## src/rtl/cfgseq_pkg.sv

```systemverilog
package cfgseq_pkg;
  typedef enum logic [2:0] {
    ST_CLEAR, ST_FINAL, ST_WAIT_INIT, ST_MDELAY, ST_SYNC1, ST_SYNC2, ST_READY
  } seqState_t;

  typedef struct packed {
    logic clrRun;    // emit strobe and advance frame address
    logic addrZero;  // force frame address back to 0
    logic waitRun;   // master pause counter enable
    logic modeLoad;  // capture the mode lines
  } seqCtl_t;
endpackage

```

## src/rtl/cfgseq_dp.sv

```systemverilog
module cfgseq_dp
  import cfgseq_pkg::*;
#(
  parameter int NUM_FRAMES  = 256,
  parameter int SLAVE_DELAY = 1600000,
  parameter int MASTER_WAIT = 10000,
  localparam int AW = (NUM_FRAMES > 1) ? $clog2(NUM_FRAMES) : 1
) (
  input  logic          clk,
  input  logic          pwrOk,
  input  logic          m0In,
  input  logic [2:0]    modePins,
  input  seqCtl_t       ctl,
  input  logic          readyIn,
  output logic [AW-1:0] clrAddr,
  output logic [2:0]    modeOut,
  output logic          lastFrame,
  output logic          timerBusy,
  output logic          waitDone
);
  localparam int MASTER_DELAY = 4 * SLAVE_DELAY;
  localparam int TW = $clog2(MASTER_DELAY + 1);
  localparam int WW = (MASTER_WAIT > 1) ? $clog2(MASTER_WAIT + 1) : 1;

  logic [TW-1:0] timerCnt;
  logic [TW-1:0] timerLimit;
  logic [WW-1:0] waitCnt;

  assign timerLimit = m0In ? TW'(SLAVE_DELAY) : TW'(MASTER_DELAY);
  assign timerBusy  = timerCnt < timerLimit;
  assign lastFrame  = clrAddr == AW'(NUM_FRAMES - 1);
  assign waitDone   = waitCnt == WW'(MASTER_WAIT - 1);

  always_ff @(posedge clk) begin
    if (!pwrOk)         timerCnt <= '0;
    else if (timerBusy) timerCnt <= timerCnt + 1'b1;
  end

  always_ff @(posedge clk) begin
    if (!pwrOk || ctl.addrZero) clrAddr <= '0;
    else if (ctl.clrRun)        clrAddr <= lastFrame ? '0 : clrAddr + 1'b1;
  end

  always_ff @(posedge clk) begin
    if (!pwrOk || !ctl.waitRun) waitCnt <= '0;
    else                        waitCnt <= waitCnt + 1'b1;
  end

  always_ff @(posedge clk) begin
    if (!pwrOk)            modeOut <= '0;
    else if (ctl.modeLoad) modeOut <= modePins;
  end

  // address never leaves the frame range
  assert_addr_range_R3: assert property (@(posedge clk) disable iff (!pwrOk)
    clrAddr <= AW'(NUM_FRAMES - 1));

  // captured mode is held while ready
  assert_mode_hold_R12: assert property (@(posedge clk) disable iff (!pwrOk)
    (readyIn && $past(readyIn)) |-> $stable(modeOut));
endmodule

```

## src/rtl/cfgseq_ctrl.sv

```systemverilog
module cfgseq_ctrl
  import cfgseq_pkg::*;
(
  input  logic    clk,
  input  logic    pwrOk,
  input  logic    progReq,
  input  logic    initPinIn,
  input  logic    m0In,
  input  logic    lastFrame,
  input  logic    timerBusy,
  input  logic    waitDone,
  output seqCtl_t ctl,
  output logic    initLow,
  output logic    readyOut
);
  seqState_t state, nextState;

  always_ff @(posedge clk) begin
    if (!pwrOk) state <= ST_CLEAR;
    else        state <= nextState;
  end

  always_comb begin
    nextState = state;
    ctl = '0;
    case (state)
      ST_CLEAR: begin
        ctl.clrRun = 1'b1;
        if (lastFrame && !timerBusy && !progReq) nextState = ST_FINAL;
      end
      ST_FINAL: begin
        ctl.clrRun = 1'b1;
        if (progReq) begin
          nextState    = ST_CLEAR;
          ctl.addrZero = 1'b1;
        end else if (lastFrame) begin
          nextState = ST_WAIT_INIT;
        end
      end
      ST_WAIT_INIT: if (initPinIn) nextState = m0In ? ST_SYNC1 : ST_MDELAY;
      ST_MDELAY: begin
        ctl.waitRun = 1'b1;
        if (waitDone) nextState = ST_SYNC1;
      end
      ST_SYNC1: nextState = ST_SYNC2;
      ST_SYNC2: begin
        ctl.modeLoad = 1'b1;
        nextState    = ST_READY;
      end
      ST_READY: nextState = ST_READY;
      default:  nextState = ST_CLEAR;
    endcase
    if (progReq && !(state inside {ST_CLEAR, ST_FINAL})) begin
      nextState    = ST_CLEAR;
      ctl.waitRun  = 1'b0;
      ctl.modeLoad = 1'b0;
    end
  end

  assign initLow  = (state == ST_CLEAR) || (state == ST_FINAL);
  assign readyOut = state == ST_READY;

  // the last pass only starts once timer and request were idle at a pass end
  assert_final_needs_idle_R6: assert property (@(posedge clk) disable iff (!pwrOk)
    (state == ST_FINAL && $past(state) == ST_CLEAR)
      |-> (!$past(progReq) && !$past(timerBusy) && $past(lastFrame)));

  // a Low INIT pin keeps the block waiting
  assert_hold_while_init_low_R8: assert property (@(posedge clk) disable iff (!pwrOk)
    (state == ST_WAIT_INIT && !initPinIn && !progReq) |=> state == ST_WAIT_INIT);

  // a late request always returns to clearing
  assert_prog_restart_R11: assert property (@(posedge clk) disable iff (!pwrOk)
    (progReq && !(state inside {ST_CLEAR, ST_FINAL})) |=> state == ST_CLEAR);
endmodule

```

## src/rtl/cfg_init_seq.sv

```systemverilog
module cfg_init_seq
  import cfgseq_pkg::*;
#(
  parameter int NUM_FRAMES  = 256,
  parameter int SLAVE_DELAY = 1600000,
  parameter int MASTER_WAIT = 10000,
  localparam int AW = (NUM_FRAMES > 1) ? $clog2(NUM_FRAMES) : 1
) (
  input  logic          clk,
  input  logic          pwrOk,
  input  logic          progReq,
  input  logic          initPinIn,
  input  logic          m0In,
  input  logic [2:0]    modePins,
  output logic [AW-1:0] clrAddr,
  output logic          clrStrobe,
  output logic          initDriveLow,
  output logic          ldcLevel,
  output logic          hdcLevel,
  output logic          doneLevel,
  output logic [2:0]    modeOut,
  output logic          ready
);
  seqCtl_t ctl;
  logic lastFrame, timerBusy, waitDone, initLow, readyInt;

  cfgseq_ctrl i_ctrl (
    .clk(clk), .pwrOk(pwrOk), .progReq(progReq), .initPinIn(initPinIn),
    .m0In(m0In), .lastFrame(lastFrame), .timerBusy(timerBusy),
    .waitDone(waitDone), .ctl(ctl), .initLow(initLow), .readyOut(readyInt)
  );

  cfgseq_dp #(
    .NUM_FRAMES(NUM_FRAMES), .SLAVE_DELAY(SLAVE_DELAY), .MASTER_WAIT(MASTER_WAIT)
  ) i_dp (
    .clk(clk), .pwrOk(pwrOk), .m0In(m0In), .modePins(modePins), .ctl(ctl),
    .readyIn(readyInt), .clrAddr(clrAddr), .modeOut(modeOut),
    .lastFrame(lastFrame), .timerBusy(timerBusy), .waitDone(waitDone)
  );

  assign clrStrobe    = ctl.clrRun & pwrOk;
  assign initDriveLow = initLow | ~pwrOk;
  assign ready        = readyInt & pwrOk;
  assign ldcLevel     = 1'b0;
  assign hdcLevel     = 1'b1;
  assign doneLevel    = 1'b0;
endmodule

```

## config.mk

```make
export PLATFORM = sky130hd
export DESIGN_NAME = cfg_init_seq
export DESIGN_NICKNAME = d
export VERILOG_FILES = /design/src/rtl/cfgseq_pkg.sv /design/src/rtl/cfgseq_dp.sv /design/src/rtl/cfgseq_ctrl.sv /design/src/rtl/cfg_init_seq.sv
export SDC_FILE = /design/constraint.sdc
export NUM_CORES = 1
export LEC_CHECK = 0
export BUFFER_PORTS_ARGS = -buffer_cell sky130_fd_sc_hd__buf_2
export CORE_UTILIZATION = 59
export DETAILED_ROUTE_END_ITERATION = 10
export MAX_ROUTING_LAYER = met4
export PLACE_DENSITY = 0.9
export REMOVE_ABC_BUFFERS = 1
export SYNTH_ARGS = -nofsm -noshare
export SYNTH_HDL_FRONTEND = slang
export SYNTH_SLANG_ARGS = --single-unit
export TNS_END_PERCENT = 50
```

## constraint.sdc

```tcl
create_clock -name clk -period 2.95 [get_ports clk]
set_input_delay 0.4425 -clock clk [delete_from_list [all_inputs] [get_ports clk]]
set_output_delay 0.4425 -clock clk [all_outputs]
set_load 0.1 [all_outputs]
```

==> results of run 1 <==
[layer usage]
layer / part of all wire (%) / wire length (µm) / up-vias / global-route usage (%)
met5: 0 / 0 / - / -
met4: 1.2 / 65 / 0 / 7.94
met3: 4.4 / 237 / 8 / 4.80
met2: 47 / 2510 / 42 / 37.6
met1: 48 / 2550 / 1069 / 31.0
li1: - / - / 1157 / -
[power by group through the flow]
stage / Sequential [W] / Clock [W] / Combinational (W)
6_report: 0.000703 / 0.000385 / 0.0000980
5_1_grt: 0.000705 / 0.000410 / 0.000105
4_1_cts: 0.000703 / 0.000393 / 0.0000985
3_5_place_dp: 0.000719 / 0 / 0.0000983
3_3_place_gp: 0.000719 / 0 / 0.0000963
2_1_floorplan: 0.000744 / 0 / 0.0000500
[stage by stage]
stage | utilization [%] | area (µm²) | std cells | worst slack [ns] | total power [W]
CTS | 65.4 | 2850 | 376 | 0.551 | 0.00119
floorplan | - | 2570 | 293 | 0.278 | 0.000794
finish | 65.4 | 2850 | 376 | 0.547 | 0.00119
global route | 65.4 | 2850 | 376 | 0.388 | 0.00122
detailed placement | 63.5 | 2770 | 369 | 0.246 | 0.000817
global placement | 63.5 | 2770 | 369 | 0.351 | 0.000815
[worst paths after layout]
| check | end | slack (ns) | cells past startpoint |
|---|---|---|---|
| max reg2reg | i_dp.timerCnt[16] | 0.57 | 7 |
| min reg2reg | i_dp.waitCnt[0] | 0.47 | 1 |
| max | i_dp.timerCnt[20] | 0.55 | 8 |
| min | i_dp.modeOut[0] | 0.39 | 3 |
[worst max-delay path, stage by stage]
cell	delay [ns]
buf_2	0.16
inv_1	0.11
ha_1	0.32
a31oi_1	0.20
o21ai_2	0.11
a2111oi_4	0.62
or4b_1	0.49
a21oi_1	0.17
[synthesized netlist by cell type (7+ instances only)]
cell	n	area share [%]
a21oi_1	25	4.7
and3_1	7	1.6
nand2_1	21	2.9
nor2_1	35	4.9
or4_1	7	2.0
ha_1	10	4.7
xnor2_1	8	2.6
nand3_1	17	3.2
nand4_1	13	3.0
dfxtp_1	51	38
o31ai_1	9	2.5
inv_1	7	0.98
xor2_1	12	3.9
[area by class of cell]
type,count,area [µm²],share of cell area (%)
Timing Repair Buffer,24,128,4.48
Tap cell,52,65.1,2.28
Clock buffer,5,68.8,2.42
Multi-Input combinational cell,234,1520,53.4
Sequential cell,51,1020,35.9
Clock inverter,2,13.8,0.483
Inverter,8,30.0,1.05
[cell families (layout without fill, tap and decap cells)]
group           after synthesis  count (layout)  synth area share (%)
compound gates               61              61                  15.4
xor+xnor                     20              20                  6.53
fa+ha+maj                    10              10                  4.66
buf+inv                      24              39                  5.41
flops                        51              51                  38.0
mux                           5               5                  1.86
other cells                   2               3                 0.280
simple gates                135             135                  27.8
[sequential cells by signal, summed over array words and instances (netlist names)]
signal         count
i_dp.timerCnt     23
i_ctrl.state       3
i_dp.modeOut       3
i_dp.clrAddr       8
i_dp.waitCnt      14
==> reports/metrics.csv, run 1 <==
stage,metric,value,unit
routing,Final ANT Viol Nets,0,
floorplanning,Die Span X,69.4,µm
setup_path,R2R Path Start,i_dp.timerCnt[16],
yosys,"EDFF count, synth",0,
clock_network,CTS buffer count,5,
floorplanning,die height,69.4,µm
floorplanning,# rows,24,
routing,drc violations,0,
power_and_ir_drop,switching share of power,25.9,%
layout,share of layout cells above drive strength 1,13.0,%
timing,Setup-failing EPs final,0,
setup_path,critical path type,in -> reg,
timing,RSZ-0062 raised after global routing,false,
setup_path,CP Capture Type,flop,
placement,dpl hpwl,3910,µm
clock_network,clk buf depth,2,
power_and_ir_drop,Clock Power Share,32.5,%
clock_network,CTS tree,done,
yosys,Synth Flop Type,dfxtp_1,
job,max cap viols,0,
timing,fmax,416,MHz
routing,DR vias,2276,
layout,area grow syn2layout,6.11,%
timing,Slew @ Worst Pin,0.787,ns
global_routing,initial antenna violation count,0,
setup_path,Worst EP required,3.18,ns
clock_network,cts hold-fix bufs,0,
layout,Final nets,342,
power_and_ir_drop,leakage power total,0.992,nW
layout,"commonest non-fill, non-tap cell in the layout",dfxtp_1,
clock_network,CTS resizes,0,
setup_path,worst endpoint data arrival time,2.63,ns
floorplanning,Initial Util,61.6,%
clock_network,clock latency at the later pin of the worst-skew pair,0.30,ns
yosys,Post-Synthesis Cells,308,
floorplanning,total core area,4350,µm²
layout,ANT cells,0,
timing,Tcrit/Tclk final,81.5,%
floorplanning,num ports,25,
layout,"leading cell types in the layout, fill and taps excluded","dfxtp_1, nor2_1, a21oi_1",
yosys,Mapped Area,2680,µm²
yosys,sequential element share of the synthesized area,38.0,%
timing,Final Hold Fails,0,
power_and_ir_drop,Comb power frac,8.3,%
worst_hold_path,hold path start,modePins[0],
yosys,synthesized area per cell,8.71,µm²
clock_network,H-tree depth,2,
placement,RePlAce Congestion,0.835,
timing,setup TNS,0,ns
layout,fillers,349,
yosys,"Async S/R FF share, synth",0,%
power_and_ir_drop,VDD IR max,0.349,mV
timing,min Tclk post-route,2.40,ns
power_and_ir_drop,total power density per cell area,416,nW/µm²
setup_path,CP Launch Point,m0In,
global_routing,pin count of the biggest net entering global routing,27,
run_status,status,finished clean,
timing,Fin Hold WS,0.386,ns
routing,via-per-instance ratio,6.05,
timing,max_slew headroom,47.4,%
power_and_ir_drop,Psw,0.000308,W
yosys,"Distinct cells, synth",55,
power_and_ir_drop,sequential power share,59.3,%
setup_path,Worst Path Max Fanout,10,
yosys,"FF+latch count, synth",51,
global_routing,number of global-route vias before repair,2082,
worst_hold_path,worst hold path class,in -> reg,
clock_network,CTS root buf,clkbuf_8,
yosys,Ys Warns,0,
routing,drt initial violations,141,
global_routing,wire length of the first global-routing pass,9120,µm
power_and_ir_drop,design internal power,0.000878,W
routing,DRT Pass-1 Iters,4,
clock_network,Clock Pin Slew Worst Setup and Hold Paths,0.08,ns
global_routing,Overflow after GRT,0,
clock_network,post-CTS setup repair buffer count,0,
setup_path,startpoint types,primary input,
global_routing,All-Layer GR Usage,24.0,%
routing,Routed Wire Length,5360,µm
routing,wire length per cell,14.3,µm
placement,I/O Buffers,21,
floorplanning,die area,4820,µm²
timing,Setup Skew,0.00944,ns
clock_network,Sinks on Clock Net,51,
timing,Final Max Slew Viols,0,
(Power assumes the default switching activity.)
==> inputs of run 2 (changes only) <==
--- a/config.mk
+++ b/config.mk
@@ -5,11 +5,12 @@
 export SDC_FILE = /design/constraint.sdc
 export NUM_CORES = 1
 export LEC_CHECK = 0
+export ABC_AREA = 1
 export BUFFER_PORTS_ARGS = -buffer_cell sky130_fd_sc_hd__buf_2
-export CORE_UTILIZATION = 59
+export CORE_UTILIZATION = 54
 export DETAILED_ROUTE_END_ITERATION = 10
 export MAX_ROUTING_LAYER = met4
-export PLACE_DENSITY = 0.9
+export PLACE_DENSITY = 0.87
 export REMOVE_ABC_BUFFERS = 1
 export SYNTH_ARGS = -nofsm -noshare
 export SYNTH_HDL_FRONTEND = slang
==> constraint.sdc (replaced) <==
create_clock -name clk -period 2.1 [get_ports clk]
set_input_delay 0.315 -clock clk [delete_from_list [all_inputs] [get_ports clk]]
set_output_delay 0.315 -clock clk [all_outputs]
set_load 0.1 [all_outputs]
==> reports/metrics.csv, run 2 <==
stage,metric,value,unit,change
yosys,Synth top cells by count,"nand2_1, nor2_1, dfxtp_1",,"was dfxtp_1, nor2_1, a21oi_1"
global_routing,pin count of the biggest net entering global routing,18,,was 27
clock_network,CTS buffer count,5,,unchanged
placement,dpl hpwl,5010,µm,was 3910 µm
setup_path,CP Launch Point,i_ctrl.state[0],,was m0In
setup_path,Worst EP required,1.78,ns,was 3.18 ns
layout,area grow syn2layout,8.95,%,was 6.11%
routing,DR vias,2815,,was 2276
power_and_ir_drop,sequential power share,49.2,%,was 59.3%
setup_path,Worst R2R End,i_dp.timerCnt[20],,was i_dp.timerCnt[16]
routing,drt initial violations,171,,was 141
power_and_ir_drop,switching share of power,35.5,%,was 25.9%
clock_network,CTS resizes,0,,unchanged
timing,min Tclk post-route,1.99,ns,
timing,Setup Skew,0.00604,ns,was 0.00944 ns
placement,I/O Buffers,21,,unchanged
setup_path,R2R Path Start,i_dp.timerCnt[16],,unchanged
placement,RePlAce Congestion,0.979,,was 0.835
power_and_ir_drop,leakage power total,1.35,nW,was 0.992 nW
worst_hold_path,Hold Crit Depth,3,,unchanged
routing,Routed Wire Length,6340,µm,was 5360 µm
power_and_ir_drop,total power density per cell area,635,nW/µm²,was 416 nW/µm²
routing,drc violations,0,,unchanged
global_routing,initial antenna violation count,0,,unchanged
floorplanning,die area,5950,µm²,was 4820 µm²
run_status,status,finished clean,,unchanged
floorplanning,Initial Util,57.8,%,was 61.6%
global_routing,wire length of the first global-routing pass,11100,µm,was 9120 µm
timing,Setup-failing EPs final,0,,unchanged
yosys,"EDFF count, synth",0,,unchanged
clock_network,CTS root buf,clkbuf_8,,unchanged
timing,Tcrit/Tclk final,94.9,%,
power_and_ir_drop,Psw,0.000748,W,was 0.000308 W
yosys,sequential element share of the synthesized area,33.5,%,was 38.0%
layout,"commonest non-fill, non-tap cell in the layout",nand2_1,,was dfxtp_1
clock_network,clk buf depth,2,,unchanged
layout,multi-input logic area,1760,µm²,was 1520 µm²
timing,Final Max Slew Viols,0,,unchanged
yosys,dominant cell type by area after synthesis,dfxtp_1,,unchanged
job,max cap viols,0,,unchanged
routing,via-per-instance ratio,5.17,,was 6.05
layout,biggest regs,"i_dp.timerCnt x23, i_dp.waitCnt x14, i_dp.clrAddr x8",,unchanged
power_and_ir_drop,Power Total,0.00211,W,was 0.00119 W
setup_path,critical path type,reg -> out,,was in -> reg
setup_path,Worst Path Max Fanout,6,,was 10
yosys,post-synthesis mux area share,0,%,was 1.86%
layout,"leading cell types in the layout, fill and taps excluded","nand2_1, nor2_1, dfxtp_1",,"was dfxtp_1, nor2_1, a21oi_1"
global_routing,Overflow after GRT,0,,unchanged
clock_network,H-tree depth,2,,unchanged
yosys,Synth Area in Simple Gates,39.4,%,was 27.8%
timing,fmax,502,MHz,
routing,Final ANT Viol Nets,0,,unchanged
yosys,Mapped Area,3050,µm²,was 2680 µm²
floorplanning,# rows,26,,was 24
setup_path,worst endpoint data arrival time,1.68,ns,was 2.63 ns
worst_hold_path,worst hold path class,in -> reg,,unchanged
yosys,synthesized area per cell,6.77,µm²,was 8.71 µm²
yosys,most frequent cell after synthesis,nand2_1,,was dfxtp_1
yosys,Synth Flop Type,dfxtp_1,,unchanged
power_and_ir_drop,design internal power,0.00136,W,was 0.000878 W
routing,wire length per cell,11.6,µm,was 14.3 µm
layout,max reg flops,23,,unchanged
floorplanning,num ports,25,,unchanged
clock_network,Clock Pin Slew Worst Setup and Hold Paths,0.09,ns,was 0.08 ns
yosys,Compound-Gate Fraction of Synth Area,10.5,%,was 15.4%
routing,DRT Pass-1 Iters,4,,unchanged
layout,ANT cells,0,,unchanged
clock_network,cts hold-fix bufs,0,,unchanged
yosys,Yosys top cell area share,33.5,%,was 38.0%
setup_path,critical path endpoint,initDriveLow,,was i_dp.timerCnt[20]
power_and_ir_drop,VDD IR max,0.437,mV,was 0.349 mV
yosys,Post-Synthesis Cells,450,,was 308
layout,register area,1020,µm²,unchanged
layout,post-route insts no fill,545,,was 376
setup_path,Worst R2R Path Depth,11,,was 7
clock_network,post-CTS setup repair buffer count,0,,unchanged
clock_network,Sinks on Clock Net,51,,unchanged
setup_path,reg-to-reg setup timing slack,0.21,ns,was 0.57 ns
yosys,Ys Warns,0,,unchanged
layout,Reg with most FFs,i_dp.timerCnt,,unchanged
power_and_ir_drop,Clock Power Share,25.7,%,was 32.5%
global_routing,All-Layer GR Usage,23.5,%,was 24.0%
yosys,Post-Synth XOR/XNOR Area,3.45,%,was 6.53%
clock_network,CTS tree,done,,unchanged
yosys,Synth Area in Adders,4.11,%,was 4.66%
power_and_ir_drop,Comb power frac,25.2,%,was 8.3%
yosys,"Distinct cells, synth",38,,was 55
floorplanning,total core area,5270,µm²,was 4350 µm²
yosys,most area-consuming cells after synthesis,"dfxtp_1, nand2_1, nor2_1",,"was dfxtp_1, nor2_1, a21oi_1"
floorplanning,die height,77.1,µm,was 69.4 µm
yosys,"FF+latch count, synth",51,,unchanged
timing,Final Hold Fails,0,,unchanged
global_routing,number of global-route vias before repair,2605,,was 2082
clock_network,clock latency at the later pin of the worst-skew pair,0.30,ns,about the same
timing,RSZ-0062 raised after global routing,false,,unchanged
layout,Final nets,492,,was 342
yosys,largest family of logic cells by synthesized area,simple AND/OR/NAND/NOR gates,,unchanged
placement,Post-Place Cells,537,,was 369
yosys,"Async S/R FF share, synth",0,%,unchanged
layout,share of layout cells above drive strength 1,15.2,%,was 13.0%
setup_path,CP Capture Type,output port,,was flop
timing,Fin Hold WS,0.228,ns,was 0.386 ns
floorplanning,Die Span X,77.1,µm,was 69.4 µm
setup_path,startpoint types,flop,,was primary input
layout,fillers,465,,was 349
## run 2: worst min-delay path by stage
stage                                 end       startpoint  slack [ns]
after CTS                 i_dp.modeOut[1]      modePins[1]        0.22
after global routing      i_dp.modeOut[2]      modePins[2]        0.23
after detailed placement  i_dp.waitCnt[0]  i_dp.waitCnt[0]        0.44
after floorplan           i_dp.waitCnt[0]  i_dp.waitCnt[0]        0.42
after global placement    i_dp.waitCnt[0]  i_dp.waitCnt[0]        0.43
final                     i_dp.modeOut[2]      modePins[2]        0.23
## run 2: cell type report
type                    count  area share (%)
clock inverters             1           0.151
flip-flops and latches     51            30.8
repair buffers             25            4.98
clock buffers               7            2.30
inverters                  54            6.11
well taps                  70            2.64
multi-input cells         337            53.1
## run 2: metal layers
| layer | vias up | part of all wire [%] | global-route usage, % |
|---|---|---|---|
| met1 | 1264 | 47 | 28.4 |
| met5 | - | 0 | - |
| met4 | 0 | 1.4 | 9.06 |
| met2 | 68 | 47 | 38.9 |
| li1 | 1474 | - | - |
| met3 | 9 | 4.7 | 3.81 |
## run 2: cell families after synthesis
group	after synthesis
simple gates	254
buf+inv	63
compound gates	58
flops	51
xor+xnor	12
fa+ha+maj	10
other cells	2
## run 2: worst max-delay path, stage by stage, from the launching register on
cell and delay (ns):
dfxtp_1 0.37, nor2_1 0.20, nand2_2 0.11, nand2_4 0.12, inv_2 0.07, nand2_1 0.07, buf_2 0.42
## run 2: power by group through the flow
| stage | Sequential (W) | Clock [W] | Combinational (W) |
|---|---|---|---|
| floorplan | 0.00117 | 0 | 0.000309 |
| global placement | 0.00106 | 0 | 0.000523 |
| detailed placement | 0.00106 | 0 | 0.000530 |
| CTS | 0.00104 | 0.000559 | 0.000532 |
| global route | 0.00104 | 0.000590 | 0.000574 |
| finish | 0.00104 | 0.000542 | 0.000531 |
## run 2: per-stage QoR
step,setup WS [ns],setup TNS (ns),utilization [%],area (µm²)
floorplan,-0.227,-0.297,-,2990
detailed placement,0.0180,0,61.4,3240
global route,0.0149,0,63.0,3320
CTS,0.0948,0,63.0,3320
global placement,0.162,0,61.4,3240
finish,0.107,0,63.0,3320
==> inputs of run 3 (changes only) <==
--- a/config.mk
+++ b/config.mk
@@ -8,6 +8,7 @@
 export ABC_AREA = 1
 export BUFFER_PORTS_ARGS = -buffer_cell sky130_fd_sc_hd__buf_2
 export CORE_UTILIZATION = 54
+export CTS_CLUSTER_DIAMETER = 80
 export DETAILED_ROUTE_END_ITERATION = 10
 export MAX_ROUTING_LAYER = met4
 export PLACE_DENSITY = 0.87
==> constraint.sdc (replaced) <==
create_clock -name clk -period 2.1 [get_ports clk]
set_input_delay 0.42 -clock clk [delete_from_list [all_inputs] [get_ports clk]]
set_output_delay 0.42 -clock clk [all_outputs]
set_load 0.1 [all_outputs]
==> reports/metrics.csv, run 3 (synthesis results as in run 2) <==
stage,metric,value,unit,change
run_status,status,finished clean,,unchanged
setup_path,"Slowest-stage cell, CP",dfxtp_1,,was buf_2
timing,min Tclk post-route,1.98,ns,was 1.99 ns
power_and_ir_drop,leakage power total,1.37,nW,was 1.35 nW
timing,Final Hold Fails,0,,unchanged
clock_network,Clock Pin Slew Worst Setup and Hold Paths,0.10,ns,was 0.09 ns
setup_path,startpoint types,flop,,unchanged
floorplanning,die height,77.1,µm,unchanged
placement,Setup Slack @ Placement,0.0487,ns,was 0.0180 ns
placement,RePlAce Congestion,0.972,,was 0.979
timing,Final Max Slew Viols,0,,unchanged
global_routing,All-Layer GR Usage,23.3,%,was 23.5%
worst_hold_path,worst hold path class,in -> reg,,unchanged
global_routing,wire length of the first global-routing pass,10900,µm,was 11100 µm
routing,Final ANT Viol Nets,0,,unchanged
setup_path,"CP delay by family, top",simple AND/OR/NAND/NOR gates,,unchanged
floorplanning,num ports,25,,unchanged
power_and_ir_drop,total power density per cell area,650,nW/µm²,was 635 nW/µm²
timing,RSZ-0062 raised after global routing,false,,unchanged
setup_path,critical path type,reg -> out,,unchanged
clock_network,Sinks on Clock Net,51,,unchanged
layout,area grow syn2layout,10.0,%,was 8.95%
clock_network,CTS root buf,clkbuf_8,,unchanged
global_routing,pin count of the biggest net entering global routing,19,,was 18
setup_path,Worst EP required,1.68,ns,was 1.78 ns
timing,Fin Hold WS,0.318,ns,was 0.228 ns
timing,Tcrit/Tclk final,94.3,%,was 94.9%
setup_path,Worst Path Max Fanout,6,,unchanged
layout,Final nets,494,,was 492
setup_path,CP Capture Type,output port,,unchanged
clock_network,clk buf depth,2,,unchanged
setup_path,worst path bufs/invs,2,,unchanged
global_routing,initial antenna violation count,0,,unchanged
floorplanning,total core area,5270,µm²,unchanged
setup_path,CP cell instances,nor2_1 -> nand2_2 -> nand2_4 -> inv_2 -> nand2_1 -> clkbuf_4,,was nor2_1 -> nand2_2 -> nand2_4 -> inv_2 -> nand2_1 -> buf_2
power_and_ir_drop,VDD IR max,0.503,mV,was 0.437 mV
routing,DRT Pass-1 Iters,4,,unchanged
layout,"commonest non-fill, non-tap cell in the layout",nand2_1,,unchanged
timing,fmax,505,MHz,was 502 MHz
routing,drc violations,0,,unchanged
floorplanning,die area,5950,µm²,unchanged
job,max cap viols,0,,unchanged
routing,DR vias,2839,,was 2815
layout,ANT cells,0,,unchanged
floorplanning,Initial Util,57.8,%,unchanged
timing,final worst setup slack,0.119,ns,was 0.107 ns
power_and_ir_drop,Clock Power Share,27.7,%,was 25.7%
floorplanning,# rows,26,,unchanged
timing,Setup Skew,0.00989,ns,was 0.00604 ns
placement,I/O Buffers,21,,unchanged
power_and_ir_drop,switching share of power,36.7,%,was 35.5%
routing,wire length per cell,11.4,µm,was 11.6 µm
power_and_ir_drop,design internal power,0.00138,W,was 0.00136 W
clock_network,CTS resizes,0,,unchanged
layout,fillers,479,,was 465
timing,Setup-failing EPs final,0,,unchanged
clock_network,CTS buffer count,5,,unchanged
clock_network,H-tree depth,2,,unchanged
setup_path,worst endpoint data arrival time,1.56,ns,was 1.68 ns
power_and_ir_drop,sequential power share,47.7,%,was 49.2%
floorplanning,Die Span X,77.1,µm,unchanged
layout,max reg flops,23,,unchanged
clock_network,cts hold-fix bufs,0,,unchanged
routing,drt initial violations,131,,was 171
setup_path,worst stage delay on the critical path,0.38,ns,was 0.42 ns
layout,Reg with most FFs,i_dp.timerCnt,,unchanged
clock_network,clock latency at the later pin of the worst-skew pair,0.31,ns,was 0.30 ns
power_and_ir_drop,Comb power frac,24.6,%,was 25.2%
power_and_ir_drop,Psw,0.000800,W,was 0.000748 W
placement,dpl hpwl,5010,µm,about the same
global_routing,Overflow after GRT,0,,unchanged
layout,"leading cell types in the layout, fill and taps excluded","nand2_1, nor2_1, dfxtp_1",,unchanged
layout,biggest regs,"i_dp.timerCnt x23, i_dp.waitCnt x14, i_dp.clrAddr x8",,unchanged
routing,via-per-instance ratio,5.19,,was 5.17
routing,Routed Wire Length,6220,µm,was 6340 µm
global_routing,number of global-route vias before repair,2559,,was 2605
layout,share of layout cells above drive strength 1,15.9,%,was 15.2%
clock_network,post-CTS setup repair buffer count,0,,unchanged
clock_network,CTS tree,done,,unchanged
[run 3: cell types whose count changed in the layout (fill, tap and decap cells not counted)]
cell and change:
buf_4 +2, inv_6 +1, clkinv_2 -1, inv_8 +1, clkbuf_1 -2, buf_2 -1
clkinvlp_4 +1, clkbuf_4 +1
[run 3: path summary, 6_finish.rpt]
path / cells past startpoint / slack (ns) / start / endpoint
setup / recovery: 6 / 0.12 / i_ctrl.state[0] / initDriveLow
hold / removal: 3 / 0.32 / modePins[2] / i_dp.modeOut[2]
setup reg to reg: 11 / 0.31 / i_dp.timerCnt[16] / i_dp.timerCnt[19]
hold reg to reg: 1 / 0.46 / i_dp.waitCnt[0] / i_dp.waitCnt[0]
[run 3: stage by stage]
stage | setup TNS [ns] | utilization [%] | cell area, µm² | total power, W | std cells
finish | 0 | 63.6 | 3350 | 0.00218 | 547
global route | 0 | 63.6 | 3350 | 0.00229 | 547
floorplan | -0.566 | - | 2990 | 0.00148 | 442
detailed placement | 0 | 61.7 | 3250 | 0.00159 | 539
global placement | 0 | 61.7 | 3250 | 0.00159 | 539
CTS | 0 | 63.6 | 3350 | 0.00219 | 547
[run 3: power groups by stage]
stage | Sequential (W) | Clock (W) | Combinational, W
6_report | 0.00104 | 0.000603 | 0.000536
5_1_grt | 0.00104 | 0.000665 | 0.000582
4_1_cts | 0.00104 | 0.000621 | 0.000535
3_5_place_dp | 0.00106 | 0 | 0.000534
3_3_place_gp | 0.00106 | 0 | 0.000531
2_1_floorplan | 0.00117 | 0 | 0.000309
[run 3: tightest hold or removal path, stage by stage]
cell	delay, ns
buf_2	0.07
nor2_1	0.03
nor2_1	0.08
[run 3: final cells by class]
| type | count | area [µm²] | area share, % |
|---|---|---|---|
| inverter | 54 | 203 | 6.05 |
| multi-input combinational | 337 | 1760 | 52.6 |
| tap | 70 | 87.6 | 2.61 |
| timing repair buffer | 27 | 183 | 5.45 |
| clock inverter | 3 | 27.5 | 0.821 |
| clock buffer | 5 | 68.8 | 2.05 |
| sequential | 51 | 1020 | 30.5 |
[run 3: metal layers]
layer  vias up  routed length [µm]  track usage [%]
met5         -                   0                -
met4         0                  82             7.36
met3        10                 266             4.05
met2        67                2980             38.5
met1      1280                2890             29.0
li1       1482                   -                -
